`config.mk`:
```
export PLATFORM = sky130hd
export DESIGN_NAME = ir_carrier_sense
export DESIGN_NICKNAME = d
export VERILOG_FILES = /design/src/rtl/ircs_pkg.sv /design/src/rtl/ircs_tick_gen.sv /design/src/rtl/ircs_edge_sync.sv /design/src/rtl/ircs_measure.sv /design/src/rtl/ircs_result_regs.sv /design/src/rtl/ir_carrier_sense.sv
export SDC_FILE = /design/constraint.sdc
export NUM_CORES = 1
export LEC_CHECK = 0
export CAP_MARGIN = 25
export CORE_MARGIN = 1
export CORE_UTILIZATION = 41
export CTS_CLUSTER_DIAMETER = 120
export CTS_CLUSTER_SIZE = 10
export DETAILED_ROUTE_END_ITERATION = 12
export PLACE_DENSITY_LB_ADDON = 0.05
export SKIP_CTS_REPAIR_TIMING = 1
export SKIP_LAST_GASP = 1
export SYNTH_ARGS = -nofsm -noshare
export SYNTH_HDL_FRONTEND = slang
export SYNTH_SLANG_ARGS = --single-unit
```
`constraint.sdc`:
```
create_clock -name clk -period 6.02 [get_ports clk]
set_input_delay 1.204 -clock clk [delete_from_list [all_inputs] [get_ports clk]]
set_output_delay 1.204 -clock clk [all_outputs]
set_load 0.01 [all_outputs]
```
`src/rtl/ircs_pkg.sv`:
```
package ircs_pkg;

    typedef enum logic [1:0] {
        ST_IDLE  = 2'd0,
        ST_FIRST = 2'd1,
        ST_TRACK = 2'd2
    } ircs_state_e;

endpackage

```
`src/rtl/ircs_tick_gen.sv`:
```
module ircs_tick_gen #(
    parameter int TICK_DIV = 100
) (
    input  logic clk,
    input  logic rst_n,
    input  logic restart,
    output logic tick
);
    localparam int TW = (TICK_DIV > 2) ? $clog2(TICK_DIV) : 1;
    localparam logic [TW-1:0] LAST = TW'(TICK_DIV - 1);

    logic [TW-1:0] cnt_q;

    // Restart loads 1 so the first tick lands TICK_DIV-1 clocks after the edge
    always_ff @(posedge clk or negedge rst_n) begin
        if (!rst_n) begin
            cnt_q <= '0;
        end else if (restart) begin
            cnt_q <= TW'(1);
        end else if (cnt_q == LAST) begin
            cnt_q <= '0;
        end else begin
            cnt_q <= cnt_q + TW'(1);
        end
    end

    assign tick = (cnt_q == LAST);
endmodule

```
`src/rtl/ircs_edge_sync.sv`:
```
module ircs_edge_sync #(
    parameter int SYNC_STAGES = 2
) (
    input  logic clk,
    input  logic rst_n,
    input  logic ir_raw,
    output logic ir_sync,
    output logic rise,
    output logic fall
);
    logic [SYNC_STAGES-1:0] sh_q;
    logic                   prev_q;

    generate
        if (SYNC_STAGES == 1) begin : g_one
            always_ff @(posedge clk or negedge rst_n) begin
                if (!rst_n) sh_q <= '0;
                else        sh_q <= ir_raw;
            end
        end else begin : g_chain
            always_ff @(posedge clk or negedge rst_n) begin
                if (!rst_n) sh_q <= '0;
                else        sh_q <= {sh_q[SYNC_STAGES-2:0], ir_raw};
            end
        end
    endgenerate

    always_ff @(posedge clk or negedge rst_n) begin
        if (!rst_n) prev_q <= 1'b0;
        else        prev_q <= sh_q[SYNC_STAGES-1];
    end

    assign ir_sync = sh_q[SYNC_STAGES-1];
    assign rise    = ir_sync & ~prev_q;
    assign fall    = ~ir_sync & prev_q;
endmodule

```
`src/rtl/ircs_measure.sv`:
```
module ircs_measure
    import ircs_pkg::*;
#(
    parameter int PER_W = 7,
    parameter int CFG_W = 8
) (
    input  logic             clk,
    input  logic             rst_n,
    input  logic             run,
    input  logic             tick,
    input  logic             rise,
    input  logic             fall,
    input  logic [CFG_W-1:0] pulse_cfg,
    output ircs_state_e      state,
    output logic             meas_stb,
    output logic [PER_W-1:0] meas_per,
    output logic [PER_W-1:0] meas_high
);
    localparam int          CW      = PER_W + 1;
    localparam logic [CW-1:0] PER_MAX = CW'((1 << PER_W) - 1);

    ircs_state_e      state_q, state_n;
    logic [CW-1:0]    per_cnt_q;
    logic [PER_W-1:0] hi_cnt_q, hi_len_q, last_per_q;
    logic [CFG_W-1:0] cyc_cnt_q;
    logic             in_high_q;

    logic             cycle_ok, too_long, timeout, active, edge_in;
    logic [CW-1:0]    limit;

    assign active   = (state_q != ST_IDLE);
    assign edge_in  = run && rise;
    assign cycle_ok = (per_cnt_q != '0) && (per_cnt_q <= PER_MAX);
    assign too_long = (per_cnt_q > PER_MAX);
    assign limit    = (state_q == ST_TRACK) ? {last_per_q, 1'b0} : PER_MAX;
    assign timeout  = (per_cnt_q > limit);

    // state register
    always_ff @(posedge clk or negedge rst_n) begin
        if (!rst_n) state_q <= ST_IDLE;
        else        state_q <= state_n;
    end

    // next state
    always_comb begin
        state_n = state_q;
        unique case (state_q)
            ST_IDLE: begin
                if (edge_in) state_n = ST_FIRST;               // START
            end
            ST_FIRST: begin
                if (!run)                      state_n = ST_IDLE;  // HALT
                else if (rise && cycle_ok)     state_n = ST_TRACK; // LOCK
                else if (!rise && timeout)     state_n = ST_IDLE;  // LOST
            end
            ST_TRACK: begin
                if (!run)                      state_n = ST_IDLE;  // HALT
                else if (rise && too_long)     state_n = ST_FIRST; // RELOCK
                else if (!rise && timeout)     state_n = ST_IDLE;  // LOST
            end
            default: state_n = ST_IDLE;
        endcase
    end

    // outputs
    always_comb begin
        meas_stb  = edge_in && active && cycle_ok && (cyc_cnt_q >= pulse_cfg);
        meas_per  = per_cnt_q[PER_W-1:0];
        meas_high = hi_len_q;
        state     = state_q;
    end

    // counters
    always_ff @(posedge clk or negedge rst_n) begin
        if (!rst_n) begin
            per_cnt_q  <= '0;
            hi_cnt_q   <= '0;
            hi_len_q   <= '0;
            last_per_q <= '0;
            cyc_cnt_q  <= '0;
            in_high_q  <= 1'b0;
        end else if (edge_in) begin
            per_cnt_q <= '0;
            hi_cnt_q  <= '0;
            in_high_q <= 1'b1;
            if (!active || too_long) begin
                cyc_cnt_q <= '0;
            end else if (cycle_ok) begin
                last_per_q <= per_cnt_q[PER_W-1:0];
                if (cyc_cnt_q != '1) cyc_cnt_q <= cyc_cnt_q + CFG_W'(1);
            end
        end else begin
            if (tick && active && (per_cnt_q != '1))
                per_cnt_q <= per_cnt_q + CW'(1);
            if (fall) begin
                in_high_q <= 1'b0;
                hi_len_q  <= hi_cnt_q;
            end else if (tick && in_high_q && (hi_cnt_q != '1)) begin
                hi_cnt_q <= hi_cnt_q + PER_W'(1);
            end
        end
    end
endmodule

```
`src/rtl/ircs_result_regs.sv`:
```
module ircs_result_regs #(
    parameter int PER_W = 7
) (
    input  logic             clk,
    input  logic             rst_n,
    input  logic             detect_en,
    input  logic             meas_stb,
    input  logic [PER_W-1:0] meas_per,
    input  logic [PER_W-1:0] meas_high,
    input  logic             rd_clr,
    output logic [PER_W:0]   period_reg,
    output logic [PER_W:0]   high_reg
);
    logic             valid_q;
    logic [PER_W-1:0] per_q, hi_q;

    always_ff @(posedge clk or negedge rst_n) begin
        if (!rst_n) begin
            valid_q <= 1'b0;
            per_q   <= '0;
            hi_q    <= '0;
        end else if (meas_stb && detect_en) begin
            valid_q <= 1'b1;
            per_q   <= meas_per;
            hi_q    <= meas_high;
        end else if (rd_clr) begin
            valid_q <= 1'b0;
        end
    end

    assign period_reg = {valid_q, per_q};
    assign high_reg   = {1'b0, hi_q};
endmodule

```
`src/rtl/ir_carrier_sense.sv`:
```
module ir_carrier_sense
    import ircs_pkg::*;
#(
    parameter int TICK_DIV    = 100,
    parameter int PER_W       = 7,
    parameter int CFG_W       = 8,
    parameter int SYNC_STAGES = 2
) (
    input  logic             clk,
    input  logic             rst_n,
    input  logic             ir_raw,
    input  logic             detect_en,
    input  logic             demod_en,
    input  logic [CFG_W-1:0] pulse_cfg,
    input  logic             rd_period,
    output logic [PER_W:0]   period_reg,
    output logic [PER_W:0]   high_reg,
    output logic             env_out
);
    logic             ir_sync, edge_rise, edge_fall, tick, run, meas_stb;
    logic [PER_W-1:0] meas_per, meas_high;
    ircs_state_e      trk_state;

    assign run = detect_en | demod_en;

    ircs_edge_sync #(.SYNC_STAGES(SYNC_STAGES)) u_sync (
        .clk(clk), .rst_n(rst_n), .ir_raw(ir_raw),
        .ir_sync(ir_sync), .rise(edge_rise), .fall(edge_fall)
    );

    ircs_tick_gen #(.TICK_DIV(TICK_DIV)) u_tick (
        .clk(clk), .rst_n(rst_n), .restart(edge_rise & run), .tick(tick)
    );

    ircs_measure #(.PER_W(PER_W), .CFG_W(CFG_W)) u_meas (
        .clk(clk), .rst_n(rst_n), .run(run), .tick(tick),
        .rise(edge_rise), .fall(edge_fall), .pulse_cfg(pulse_cfg),
        .state(trk_state), .meas_stb(meas_stb),
        .meas_per(meas_per), .meas_high(meas_high)
    );

    ircs_result_regs #(.PER_W(PER_W)) u_regs (
        .clk(clk), .rst_n(rst_n), .detect_en(detect_en),
        .meas_stb(meas_stb), .meas_per(meas_per), .meas_high(meas_high),
        .rd_clr(rd_period), .period_reg(period_reg), .high_reg(high_reg)
    );

    assign env_out = demod_en ? (trk_state != ST_IDLE) : ir_sync;
endmodule

```
After elaboration in Yosys (flattened, before gate mapping)
Cells that the tools add are included.
{"block": "totals", "regBits": 65, "in_bits": 14, "output_inout_bits": 17, "wordCells": 89}
{"block": "op_classes", "add_sub_neg": 4, "order_cmp": 4, "n_eq_ne": 8, "mux": 23, "bitwise_logic": 8, "n_reduce_logical": 29}
{"operator": "8-bit two-way mux", "count": 6}
{"operator": "7-bit two-way mux", "count": 5}
{"operator": "8-bit by 1-bit adder with 8-bit output (second input constant)", "count": 2}
{"operator": "8-bit != test (second input constant)", "count": 2}
{"operator": "7-bit by 1-bit adder with 7-bit output (second input constant)", "count": 2}
{"operator": "2-bit nonzero test", "count": 7}
{"operator": "1-bit logical AND", "count": 13}
{"operator": "2-bit two-way mux", "count": 6}
{"operator": "8-bit greater-or-equal comparator", "count": 1}
{"operator": "8-bit by 7-bit > comparator with 1-bit output (second input constant)", "count": 1}
{"operator": "8-bit > comparator", "count": 1}
{"operator": "8-bit by 7-bit less-or-equal comparator with 1-bit output (second input constant)", "count": 1}
{"operator": "8-bit nonzero test", "count": 1}
{"operator": "7-bit equality test (second input constant)", "count": 1}
{"operator": "7-bit != test (second input constant)", "count": 1}
{"operator": "2-bit one-hot mux with 3 select lines", "count": 1}
{"operator": "3-bit AND reduction", "count": 2}
{"operator": "1-bit two-way mux", "count": 5}
{"operator": "2-bit by 1-bit != test with 1-bit output (second input constant)", "count": 2}
{"operator": "1-bit NOT", "count": 4}
{"operator": "2-bit AND reduction", "count": 2}
{"operator": "1-bit bitwise AND", "count": 3}
{"operator": "2-bit by 1-bit equality test with 1-bit output (second input constant)", "count": 1}
{"operator": "2-bit equality test (second input constant)", "count": 1}
{"operator": "4 further kinds", "count": 5}

Longest topological paths before layout
Gate-level depths: netlist (run 1).
{"block": "depth", "word_depth": 8, "depth_mapped": 9, "depth_no_buf": 8}

By module
From an unflattened synthesis (run 1), not the netlist that was laid out.
{"block": "unflattened", "hier_cells": 320, "hier_area_um2": 3457.1}
{"module": "ircs_measure", "n_inst": 1, "cells_each": 241, "area_per_inst_um2": 2377.3}
{"module": "ircs_result_regs", "n_inst": 1, "cells_each": 36, "area_per_inst_um2": 611.8}
{"module": "ircs_tick_gen", "n_inst": 1, "cells_each": 33, "area_per_inst_um2": 347.8}
{"module": "ircs_edge_sync", "n_inst": 1, "cells_each": 5, "area_per_inst_um2": 90.1}
{"module": "ir_carrier_sense", "n_inst": 1, "cells_each": 5, "area_per_inst_um2": 30.0}

Worst setup path after synthesis (run 1)
OpenSTA, ideal clock, no wires.
{"block": "synth_timing", "kind": "input to register", "startpoint": "in pulse_cfg[2]", "endpoint": "reg u_regs.hi_q[0]", "setup_ns": 0.125, "arrival_ns": 2.797, "t_required_ns": 5.895, "slack_ns": 3.098, "stages": 8, "path_cell_list": "inv_1 > ha_1 > a211o_1 > a31oi_1 > nor3_1 > o311a_4 > buf_12 > mux2_4"}
{"block": "synth_via", "elab_chain_len": 3}
{"item": "start: declaration", "line_no": "ir_carrier_sense.sv:14", "text": "input logic [CFG_W-1:0] pulse_cfg,"}
{"item": "8-bit greater-or-equal comparator", "line_no": "ircs_measure.sv:67", "text": "meas_stb = edge_in && active && cycle_ok && (cyc_cnt_q >= pulse_cfg);"}
{"item": "1-bit logical AND", "line_no": "ircs_measure.sv:67"}
{"item": "1-bit logical AND", "line_no": "ircs_result_regs.sv:22", "text": "end else if (meas_stb && detect_en) begin"}
{"item": "end signal: assignment", "line_no": "ircs_result_regs.sv:25", "text": "hi_q <= meas_high;"}
{"item": "end: declaration", "line_no": "ircs_result_regs.sv:15", "text": "logic [PER_W-1:0] per_q, hi_q;"}
No other way between the ends.
A chain may end at the register's enable or synchronous reset.

Worst setup path in the final report (run 1)
{"block": "layout_timing", "startpoint": "in demod_en", "endpoint": "out env_out"}
{"block": "layout_via", "elab_chain_len": 1}
{"item": "start: declaration", "line_no": "ir_carrier_sense.sv:13", "text": "input logic demod_en,"}
{"item": "1-bit two-way mux", "line_no": "ir_carrier_sense.sv:48", "text": "assign env_out = demod_en ? (trk_state != ST_IDLE) : ir_sync;"}
{"item": "end: declaration", "line_no": "ir_carrier_sense.sv:18", "text": "output logic env_out"}
No other way between the ends.

==> impl_summary.log, run 1 <==
[metrics] outcome: finished, final reports clean
[metrics] Vert. Die Dim: 93.01 um
[metrics] CTS Buf Count: 9
[metrics] share of total power in the clock network: 0.459
[metrics] via count of the first global-routing pass: 2321
[metrics] setup repair after global routing missed its margin: no
[metrics] Crit Path Class: in2out
[metrics] Startpoint Class: input pin
[metrics] area enclosed by the die boundary: 8650 um^2
[metrics] cell with the most instances after synthesis: dfrtp_1
[metrics] most instantiated flip-flop cell in the synthesis netlist: dfrtp_1
[metrics] detailed-route wire length: 6749 um
[metrics] post-route antenna net violation count: 0
[metrics] data required time at the worst endpoint: 4.82 ns
[metrics] CTS sink cnt: 65
[metrics] leakage power of the design: 1.892 nW
[metrics] Synth Instances: 307
[metrics] Mapped Nets: 342
[metrics] effective utilization at floorplan: 0.4305
[metrics] wire length of the first global-routing pass: 11630 um
[metrics] antenna violations before repair: 0
[metrics] number of placed I/O pins: 31
[metrics] total global routing overflow: 0
[metrics] Placement Setup Slack: 2.348 ns
[metrics] Total GRT Usage: 0.1774
[metrics] drt initial violations: 104
[metrics] cell accounting for the most synthesized area: dfrtp_1
[metrics] TritonCTS clock tree: yes
[metrics] leading cell types by total area after synthesis: dfrtp_1 48%, ha_1 7.7%, mux2_2 5.3%
[metrics] clock latency at the later pin of the worst-skew pair: 0.34 ns
[metrics] Final period util: 0.6094
[metrics] DRC violations left: 0
[metrics] fraction of final layout cells with drive strength greater than 1: 0.1561
[metrics] via total after detailed routing: 2332
[metrics] clock tree buffer depth: 2
[metrics] minimum clock period after layout: 3.669 ns
[metrics] clock root buffer master: clkbuf_8
[metrics] final design utilization: 0.5090
[metrics] Clock Pin Slew Worst Setup and Hold Paths: 0.07 ns
[metrics] Switching Fraction: 0.2336
[metrics] row count: 32
[metrics] number of H-tree levels: 3
[metrics] upper clock frequency limit: 0.2726 GHz
[metrics] gp weighted congestion: 0.7894
[metrics] proportion of netlist area held by the largest area contributor: 0.4790
[metrics] sequential group share of total power: 0.463
[metrics] number of warnings reported in the yosys synthesis log: 0
[metrics] final setup fails: 0
[metrics] Die Width: 93.01 um
[metrics] Layout Nets: 376
[metrics] number of antenna diodes: 0
[metrics] max-slew violations: 0
[metrics] synthesized area per cell: 11.06 um^2
[metrics] setup total negative slack: 0 ns
[metrics] Fin. Hold Viols: 0
[metrics] #FFs+latches synth: 65
[metrics] total of max-cap violations: 0
[metrics] detailed-route vias per instance: 5.205
[metrics] P_sw: 0.2366 mW
[metrics] Initial DRT Pass Iterations: 4
[metrics] max-slew headroom at the worst pin: 0.4451
[metrics] commonest cells in the synthesized netlist: 65 x dfrtp_1, 43 x nor2_1, 21 x ha_1
[metrics] count of flip-flops with a built-in enable after synthesis: 0
[metrics] Buffers on Ports: 29
[metrics] summed instance area of the synthesized netlist: 3396 um^2
[metrics] Int Power: 0.7760 mW
[metrics] core area: 7888 um^2
[metrics] combinational cell fraction of total power: 0.078
[metrics] worst path setup slack after routing: 2.351 ns
[metrics] final worst clock skew: 0.009552 ns
[metrics] Async S/R FF share, synth: 1.000
[metrics] Netlist cell types: 51
[metrics] signal arrival time at the worst endpoint: 2.46 ns
[metrics] endpoint type of the worst setup path: primary output
[metrics] average wire length per cell after detail routing: 15.06 um
[metrics] VDD IR max: 0.1524 mV
[metrics] crit-path max FO: 4
[metrics] area added between synthesis and finish: 18.24%
[metrics] ratio of total power to cell area: 252.2 nW/um^2
[metrics] Final HPWL DP: 4557 um
[metrics] register area share after synthesis: 0.4790
[metrics] Tightest Hold Check Type: reg2reg
[metrics] maximum number of pins on one net before global-route repair: 66
[metrics] transition time at the pin with the least slew margin: 0.8324 ns
critical path, stage by stage:
cell             delay (ns)
clkdlybuf4s50_1        0.53
nor2_1                 0.06
a21oi_1                0.12
clkdlybuf4s50_1        0.55
area by class of cell:
cell class	instances	area [um^2]
inverters	16	60.06
multi-input cells	218	1648
repair buffers	31	300.3
clock buffers	10	137.6
clock inverters	6	115.1
flip-flops and latches	65	1627
fillers	712	3872
well taps	102	127.6
worst paths after layout:
check	startpoint	endpoint	slack, ns	cells after the start
min reg2reg	u_sync.sh_q[0]$_DFF_PN0_	u_sync.sh_q[1]$_DFF_PN0_	0.39	0
max reg2reg	u_meas.per_cnt_q[0]$_DFFE_PN0P_	u_regs.hi_q[6]$_DFFE_PN0P_	3.60	7
min in group asynchronous	rst_n	u_meas.state[1]$_DFFE_PN0P_	1.03	2
max	demod_en	env_out	2.35	4
min	u_sync.sh_q[0]$_DFF_PN0_	u_sync.sh_q[1]$_DFF_PN0_	0.39	0
max in group asynchronous	rst_n	u_meas.meas_high[5]$_DFFE_PN0P_	4.43	2
layer usage:
metal	vias up	track usage	routed length (um)
met4	0	0.07179	159
met2	34	0.2647	3047
met1	1130	0.2428	3316
li1	1154	-	-
met5	-	0	0
met3	14	0.04959	226
kinds of logic after synthesis:
family / Yosys count / synth area share
muxes: 27 / 0.09875
AOI/OAI and AO/OA: 36 / 0.07886
and+or+nand+nor: 114 / 0.1802
DFF: 65 / 0.4790
buffers and inverters: 24 / 0.03574
xor gates and xnor gates: 19 / 0.04901
adders and majority gates: 21 / 0.07738
other: 1 / 0.001104
placed cells by master, fill, tap and decap left out, types with 2 or more instances in the layout:
cell / n
nor3b_1: 2
nor4_1: 5
mux2_2: 16
ha_1: 21
o21ai_0: 7
a211oi_1: 4
and3_1: 5
a32o_1: 3
nor3_1: 5
clkdlybuf4s50_1: 28
and4_1: 3
buf_4: 2
or3_1: 2
inv_1: 16
nand2_1: 12
dfrtp_1: 65
a31o_2: 2
nor2_1: 43
nand3_1: 10
nand3b_1: 2
xor2_1: 3
bufinv_16: 3
clkinv_4: 2
mux2_4: 9
nor4b_1: 2
nand2b_1: 5
nand4_1: 8
a21oi_1: 10
mux2i_1: 2
clkbuf_8: 10
xnor2_1: 16
power groups by stage:
stage	sequential, mW	combinational, mW	clock [mW]
final	0.469	0.0790	0.465
after CTS	0.468	0.0811	0.477
after global placement	0.477	0.0793	0
after global routing	0.471	0.0911	0.500
after detailed placement	0.477	0.0809	0
after floorplan	0.474	0.0483	0
metrics by stage:
stage | hold slack [ns] | power, mW | instances | instance area, um^2
final | 0.3925 | 1.013 | 448 | 4015
after detailed placement | 0.3687 | 0.5577 | 432 | 3762
after global routing | 0.3979 | 1.062 | 448 | 4015
after floorplan | 0.3312 | 0.5218 | 307 | 3396
after global placement | 0.3711 | 0.5560 | 432 | 3762
after CTS | 0.3934 | 1.027 | 448 | 4015
state kept, by name, summed over array words and instances, names as in the netlist:
register           cells
u_meas.in_high_q       1
u_regs.per_q           7
u_meas.meas_high       7
u_sync.prev_q          1
u_meas.per_cnt_q       8
u_regs.valid_q         1
u_meas.last_per_q      7
u_meas.hi_cnt_q        7
u_sync.sh_q            2
u_tick.cnt_q           7
u_meas.cyc_cnt_q       8
u_regs.hi_q            7
u_meas.state           2
(Power assumes the default switching activity.)
==> run 2, diff against run 1 <==
Clock period 6.02 ns to 3.64 ns, I/O delays scaled along.
==> impl_summary.log, run 2 (synthesis results as in run 1) <==
[metrics] via total after detailed routing: 2367
[metrics] most common cell after layout, fill and taps aside: dfrtp_1
[metrics] worst setup path startpoint: demod_en
[metrics] total of max-cap violations: 0
[metrics] endpoint type of the worst setup path: primary output
[metrics] top library cells by usage in the layout, fill and taps aside: 65 x dfrtp_1, 43 x nor2_1, 28 x clkdlybuf4s50_1
[metrics] ratio of total power to cell area: 397.5 nW/um^2
[metrics] wire length of the first global-routing pass: 11760 um
[metrics] effective utilization at floorplan: 0.4305
[metrics] core area: 7888 um^2
[metrics] number of H-tree levels: 3
[metrics] library cell contributing the largest single delay on the critical path: clkdlybuf4s50_1
[metrics] gp weighted congestion: 0.7438
[metrics] outcome: finished, final reports clean
[metrics] setup repair after global routing missed its margin: no
[metrics] Fill cells: 744
[metrics] row count: 32
[metrics] VDD IR max: 0.2388 mV
[metrics] data required time at the worst endpoint: 2.91 ns
[metrics] non-filler cells, final: 450
[metrics] max-slew headroom at the worst pin: 0.5939
[metrics] Die Width: 93.01 um
[metrics] crit-path max FO: 4
[metrics] fraction of final layout cells with drive strength greater than 1: 0.1580
[metrics] transition time at the pin with the least slew margin: 0.6069 ns
[metrics] antenna violations before repair: 0
[metrics] largest registers ranked by flip-flop count: u_meas.cyc_cnt_q x8, u_meas.per_cnt_q x8
[metrics] R2R cell count: 7
[metrics] area added between synthesis and finish: 17.72%
[metrics] max-slew violations: 0
[metrics] Worst R2R End: u_regs.per_q[2]$_DFFE_PN0P_
[metrics] maximum number of pins on one net before global-route repair: 35
[metrics] final setup fails: 0
[metrics] Total GRT Usage: 0.1764
[metrics] detailed-route wire length: 6774 um
[metrics] CP max stage delay: 0.54 ns
[metrics] Buffers on Ports: 29
[metrics] DRC violations left: 0
[metrics] clock tree buffer depth: 2
[metrics] TritonCTS clock tree: yes
[metrics] Initial DRT Pass Iterations: 4
[metrics] average wire length per cell after detail routing: 15.05 um
[metrics] total global routing overflow: 0
[metrics] placed standard-cell area: 3777 um^2
[metrics] signal arrival time at the worst endpoint: 1.98 ns
[metrics] clock latency at the later pin of the worst-skew pair: 0.34 ns
[metrics] area enclosed by the die boundary: 8650 um^2
[metrics] leakage power of the design: 1.892 nW
[metrics] final worst clock skew: 0.01070 ns
[metrics] worst reg2reg setup slack: 1.21 ns
[metrics] number of placed I/O pins: 31
[metrics] Clock Pin Slew Worst Setup and Hold Paths: 0.07 ns
[metrics] via count of the first global-routing pass: 2426
[metrics] Tightest Hold Check Type: in2async
[metrics] number of antenna diodes: 0
[metrics] Fin. Hold Viols: 0
[metrics] worst reg2reg startpoint: u_meas.per_cnt_q[0]$_DFFE_PN0P_
[metrics] detailed-route vias per instance: 5.260
[metrics] cell occurring most often along the worst timing path: clkdlybuf4s50_1
[metrics] post-route cell area: 3998 um^2
[metrics] number of cells in the design after placement: 434
[metrics] Crit Path Class: in2out
[metrics] Final HPWL DP: 4767 um
[metrics] Cell Chain, Critical Path: clkdlybuf4s50_1 -> nor2_1 -> a21oi_1 -> clkdlybuf4s50_1
[metrics] Layout Nets: 378
[metrics] CTS sink cnt: 65
[metrics] Final period util: 0.7442
[metrics] drt initial violations: 62
[metrics] Startpoint Class: input pin
[metrics] post-route antenna net violation count: 0
[metrics] CTS Buf Count: 9
[metrics] upper clock frequency limit: 0.3692 GHz
[metrics] Vert. Die Dim: 93.01 um
[metrics] clock root buffer master: clkbuf_8
[metrics] setup total negative slack: 0 ns
[metrics] minimum clock period after layout: 2.709 ns
-- run 2: through the flow --
| stage | power (mW) | utilization | setup slack, ns | hold WS [ns] |
|---|---|---|---|---|
| floorplan | 0.8630 | - | 1.194 | 0.3312 |
| global placement | 0.9224 | 0.4789 | 0.6533 | 0.3742 |
| detailed placement | 0.9234 | 0.4789 | 0.6079 | 0.3700 |
| CTS | 1.617 | 0.5068 | 0.9248 | 0.2898 |
| global route | 1.657 | 0.5068 | 0.8624 | 0.3020 |
| finish | 1.589 | 0.5068 | 0.9313 | 0.2884 |
-- run 2: area by class of cell --
type / count / area [um^2] / area share
multi-input combinational: 218 / 1648 / 0.4122
sequential: 65 / 1627 / 0.4069
timing repair buffer: 33 / 315.3 / 0.07887
clock buffer: 11 / 141.4 / 0.03537
tap: 102 / 127.6 / 0.03192
clock inverter: 5 / 78.83 / 0.01972
inverter: 16 / 60.06 / 0.01502
-- run 2: metal layers --
layer / wire length, um / vias up / global-route usage
met5: 0 / - / 0
met4: 82 / 0 / 0.05000
met3: 228 / 8 / 0.04878
met2: 3240 / 25 / 0.2953
met1: 3221 / 1165 / 0.2233
li1: - / 1169 / -
-- run 2: power breakdown --
part	leakage (nW)	switching, mW	total (mW)	internal [mW]
Combinational	0.889	0.0747	0.133	0.0579
Sequential	0.890	0.0247	0.775	0.751
Clock	0.113	0.278	0.681	0.403
Total	1.89	0.377	1.59	1.21
-- run 2: worst max path at each step --
stage,depth (start not counted),to
3_3_place_gp,8,u_regs.per_q[3]$_DFFE_PN0P_
5_1_grt,3,env_out
3_5_place_dp,8,u_regs.per_q[4]$_DFFE_PN0P_
2_1_floorplan,8,u_regs.hi_q[0]$_DFFE_PN0P_
4_1_cts,4,env_out
6_report,4,env_out
-- run 2: worst max-delay path, delay by kind of cell --
family / cells / cell delay [ns]
compound gates: 1 / 0.11
simple gates: 1 / 0.06
buf+inv: 2 / 1.07
==> run 3, diff against run 2 <==
Clock period 3.64 ns to 2.8 ns, I/O delays scaled along.
==> impl_summary.log, run 3 (synthesis results as in run 1) <==
[metrics] outcome: finished, final reports clean
[metrics] detailed-route vias per instance: 5.262
[metrics] final setup fails: 0
[metrics] transition time at the pin with the least slew margin: 0.5921 ns
[metrics] Fin. Hold Viols: 0
[metrics] share of total power in the clock network: 0.451
[metrics] clock tree buffer depth: 2
[metrics] CTS Buf Count: 9
[metrics] Startpoint Class: input pin
[metrics] WP buf/inv: 2
[metrics] top library cells by usage in the layout, fill and taps aside: 65 x dfrtp_1, 43 x nor2_1, 28 x clkdlybuf4s50_1
[metrics] wire length of the first global-routing pass: 11470 um
[metrics] upper clock frequency limit: 0.4106 GHz
[metrics] setup total negative slack: 0 ns
[metrics] setup repair after global routing missed its margin: no
[metrics] core area: 7888 um^2
[metrics] Clock Pin Slew Worst Setup and Hold Paths: 0.08 ns
[metrics] hold slack: 0.2021 ns
[metrics] endpoint type of the worst setup path: register
[metrics] clock root buffer master: clkbuf_8
[metrics] row count: 32
[metrics] drt initial violations: 118
[metrics] CTS sink cnt: 65
[metrics] clock latency at the later pin of the worst-skew pair: 0.33 ns
[metrics] max-slew violations: 0
[metrics] Int Power: 1.644 mW
[metrics] signal arrival time at the worst endpoint: 2.66 ns
[metrics] non-filler cells, final: 451
[metrics] average wire length per cell after detail routing: 15.22 um
[metrics] detailed-route wire length: 6866 um
[metrics] Total Power Consumption: 2.153 mW
[metrics] number of H-tree levels: 3
[metrics] combinational cell fraction of total power: 0.081
[metrics] final design utilization: 0.5122
[metrics] maximum number of pins on one net before global-route repair: 29
[metrics] max-slew headroom at the worst pin: 0.6029
[metrics] TritonCTS clock tree: yes
[metrics] final worst clock skew: 0.009280 ns
[metrics] DRC violations left: 0
[metrics] Final period util: 0.8698
[metrics] Cell Chain, Critical Path: clkdlybuf4s50_1 -> inv_1 -> ha_1 -> a211o_1 -> a31oi_1 -> nor3_1 -> o311a_4 -> mux2_4
[metrics] total of max-cap violations: 0
[metrics] gp weighted congestion: 0.7385
[metrics] Crit Path Class: in2reg
[metrics] VDD IR max: 0.2250 mV
[metrics] worst reg2reg setup slack: 0.47 ns
[metrics] total global routing overflow: 0
[metrics] Die Width: 93.01 um
[metrics] sequential group share of total power: 0.468
[metrics] data required time at the worst endpoint: 3.02 ns
[metrics] Switching Fraction: 0.2365
[metrics] Tightest Hold Check Type: in2async
[metrics] Vert. Die Dim: 93.01 um
[metrics] area added between synthesis and finish: 18.98%
[metrics] antenna violations before repair: 0
[metrics] minimum clock period after layout: 2.435 ns
[metrics] number of cells in the design after placement: 435
[metrics] via count of the first global-routing pass: 2372
[metrics] library cell contributing the largest single delay on the critical path: o311a_4
[metrics] via total after detailed routing: 2373
[metrics] Layout Nets: 379
[metrics] effective utilization at floorplan: 0.4305
[metrics] largest registers ranked by flip-flop count: u_meas.cyc_cnt_q x8, u_meas.per_cnt_q x8
[metrics] Initial DRT Pass Iterations: 4
[metrics] Total GRT Usage: 0.1744
[metrics] number of placed I/O pins: 31
[metrics] P_sw: 0.5091 mW
[metrics] fraction of final layout cells with drive strength greater than 1: 0.1633
[metrics] post-route antenna net violation count: 0
[metrics] crit-path max FO: 15
[metrics] CP max stage delay: 0.48 ns
[metrics] most common cell after layout, fill and taps aside: dfrtp_1
[metrics] leakage power of the design: 1.904 nW
[metrics] ratio of total power to cell area: 532.9 nW/um^2
[metrics] area enclosed by the die boundary: 8650 um^2
[metrics] Fill cells: 709
[metrics] Final HPWL DP: 4851 um
[metrics] Buffers on Ports: 29
[metrics] gate family responsible for the most delay along the worst path: compound AO/OA/AOI/OAI gates
[metrics] number of antenna diodes: 0
## run 3: cell count changes in the layout (fill, tap and decap cells not counted)
cell,before,now
clkinvlp_4,0,2
buf_12,0,1
bufinv_16,2,3
clkbuf_8,10,9
clkbuf_1,1,0
clkinv_2,2,1
## run 3: worst paths after layout
path / start / endpoint / depth (start not counted)
worst max-delay path: pulse_cfg[2] / u_regs.hi_q[0]$_DFFE_PN0P_ / 8
worst min-delay path: rst_n / u_meas.last_per_q[0]$_DFFE_PN0P_ / 1
worst max register to register: u_meas.per_cnt_q[0]$_DFFE_PN0P_ / u_regs.hi_q[6]$_DFFE_PN0P_ / 7
worst min register to register: u_sync.sh_q[0]$_DFF_PN0_ / u_sync.sh_q[1]$_DFF_PN0_ / 0
max in group asynchronous: rst_n / u_regs.hi_q[6]$_DFFE_PN0P_ / 2
min in group clk: u_sync.sh_q[0]$_DFF_PN0_ / u_sync.sh_q[1]$_DFF_PN0_ / 0
## run 3: worst register-to-register path: cells and delay by family, from the launching register on
| kind | cells | cell delay [ns] |
|---|---|---|
| AO/OA/AOI/OAI | 1 | 0.44 |
| adder cells (fa/ha/maj) | 1 | 0.20 |
| buffers and inverters | 1 | 0.12 |
| flip-flops | 1 | 0.42 |
| multiplexers | 1 | 0.38 |
| AND/OR/NAND/NOR | 3 | 0.65 |
## run 3: layer usage
metal	vias to the layer above	wire length (um)	GRT usage
met3	4	188	0.03740
met1	1173	3304	0.2253
met4	0	58	0.07179
met2	35	3314	0.2837
li1	1161	-	-
met5	-	0	0
## run 3: area by class of cell
| cell class | count | area [um^2] | area share |
|---|---|---|---|
| clock buffer | 9 | 123.9 | 0.03066 |
| clock inverter | 7 | 118.9 | 0.02942 |
| inverter | 16 | 60.06 | 0.01487 |
| multi-input combinational | 218 | 1648 | 0.4079 |
| sequential | 65 | 1627 | 0.4026 |
| tap | 102 | 127.6 | 0.03159 |
| timing repair buffer | 34 | 335.3 | 0.08300 |
## run 3: power by group through the flow
stage               clock network (mW)  registers, mW  logic, mW
finish                           0.971           1.01      0.175
detailed placement                   0           1.03      0.178
CTS                              0.997           1.01      0.179
global placement                     0           1.02      0.177
floorplan                            0           1.02      0.104
global route                      1.04           1.01      0.195
## run 3: stage by stage
stage / worst slack (ns) / cell area [um^2]
after detailed placement: -0.01171 / 3797
after floorplan: 0.5220 / 3396
after CTS: 0.3474 / 4040
final: 0.3647 / 4040
after global placement: 0.02283 / 3797
after global routing: 0.2774 / 4040
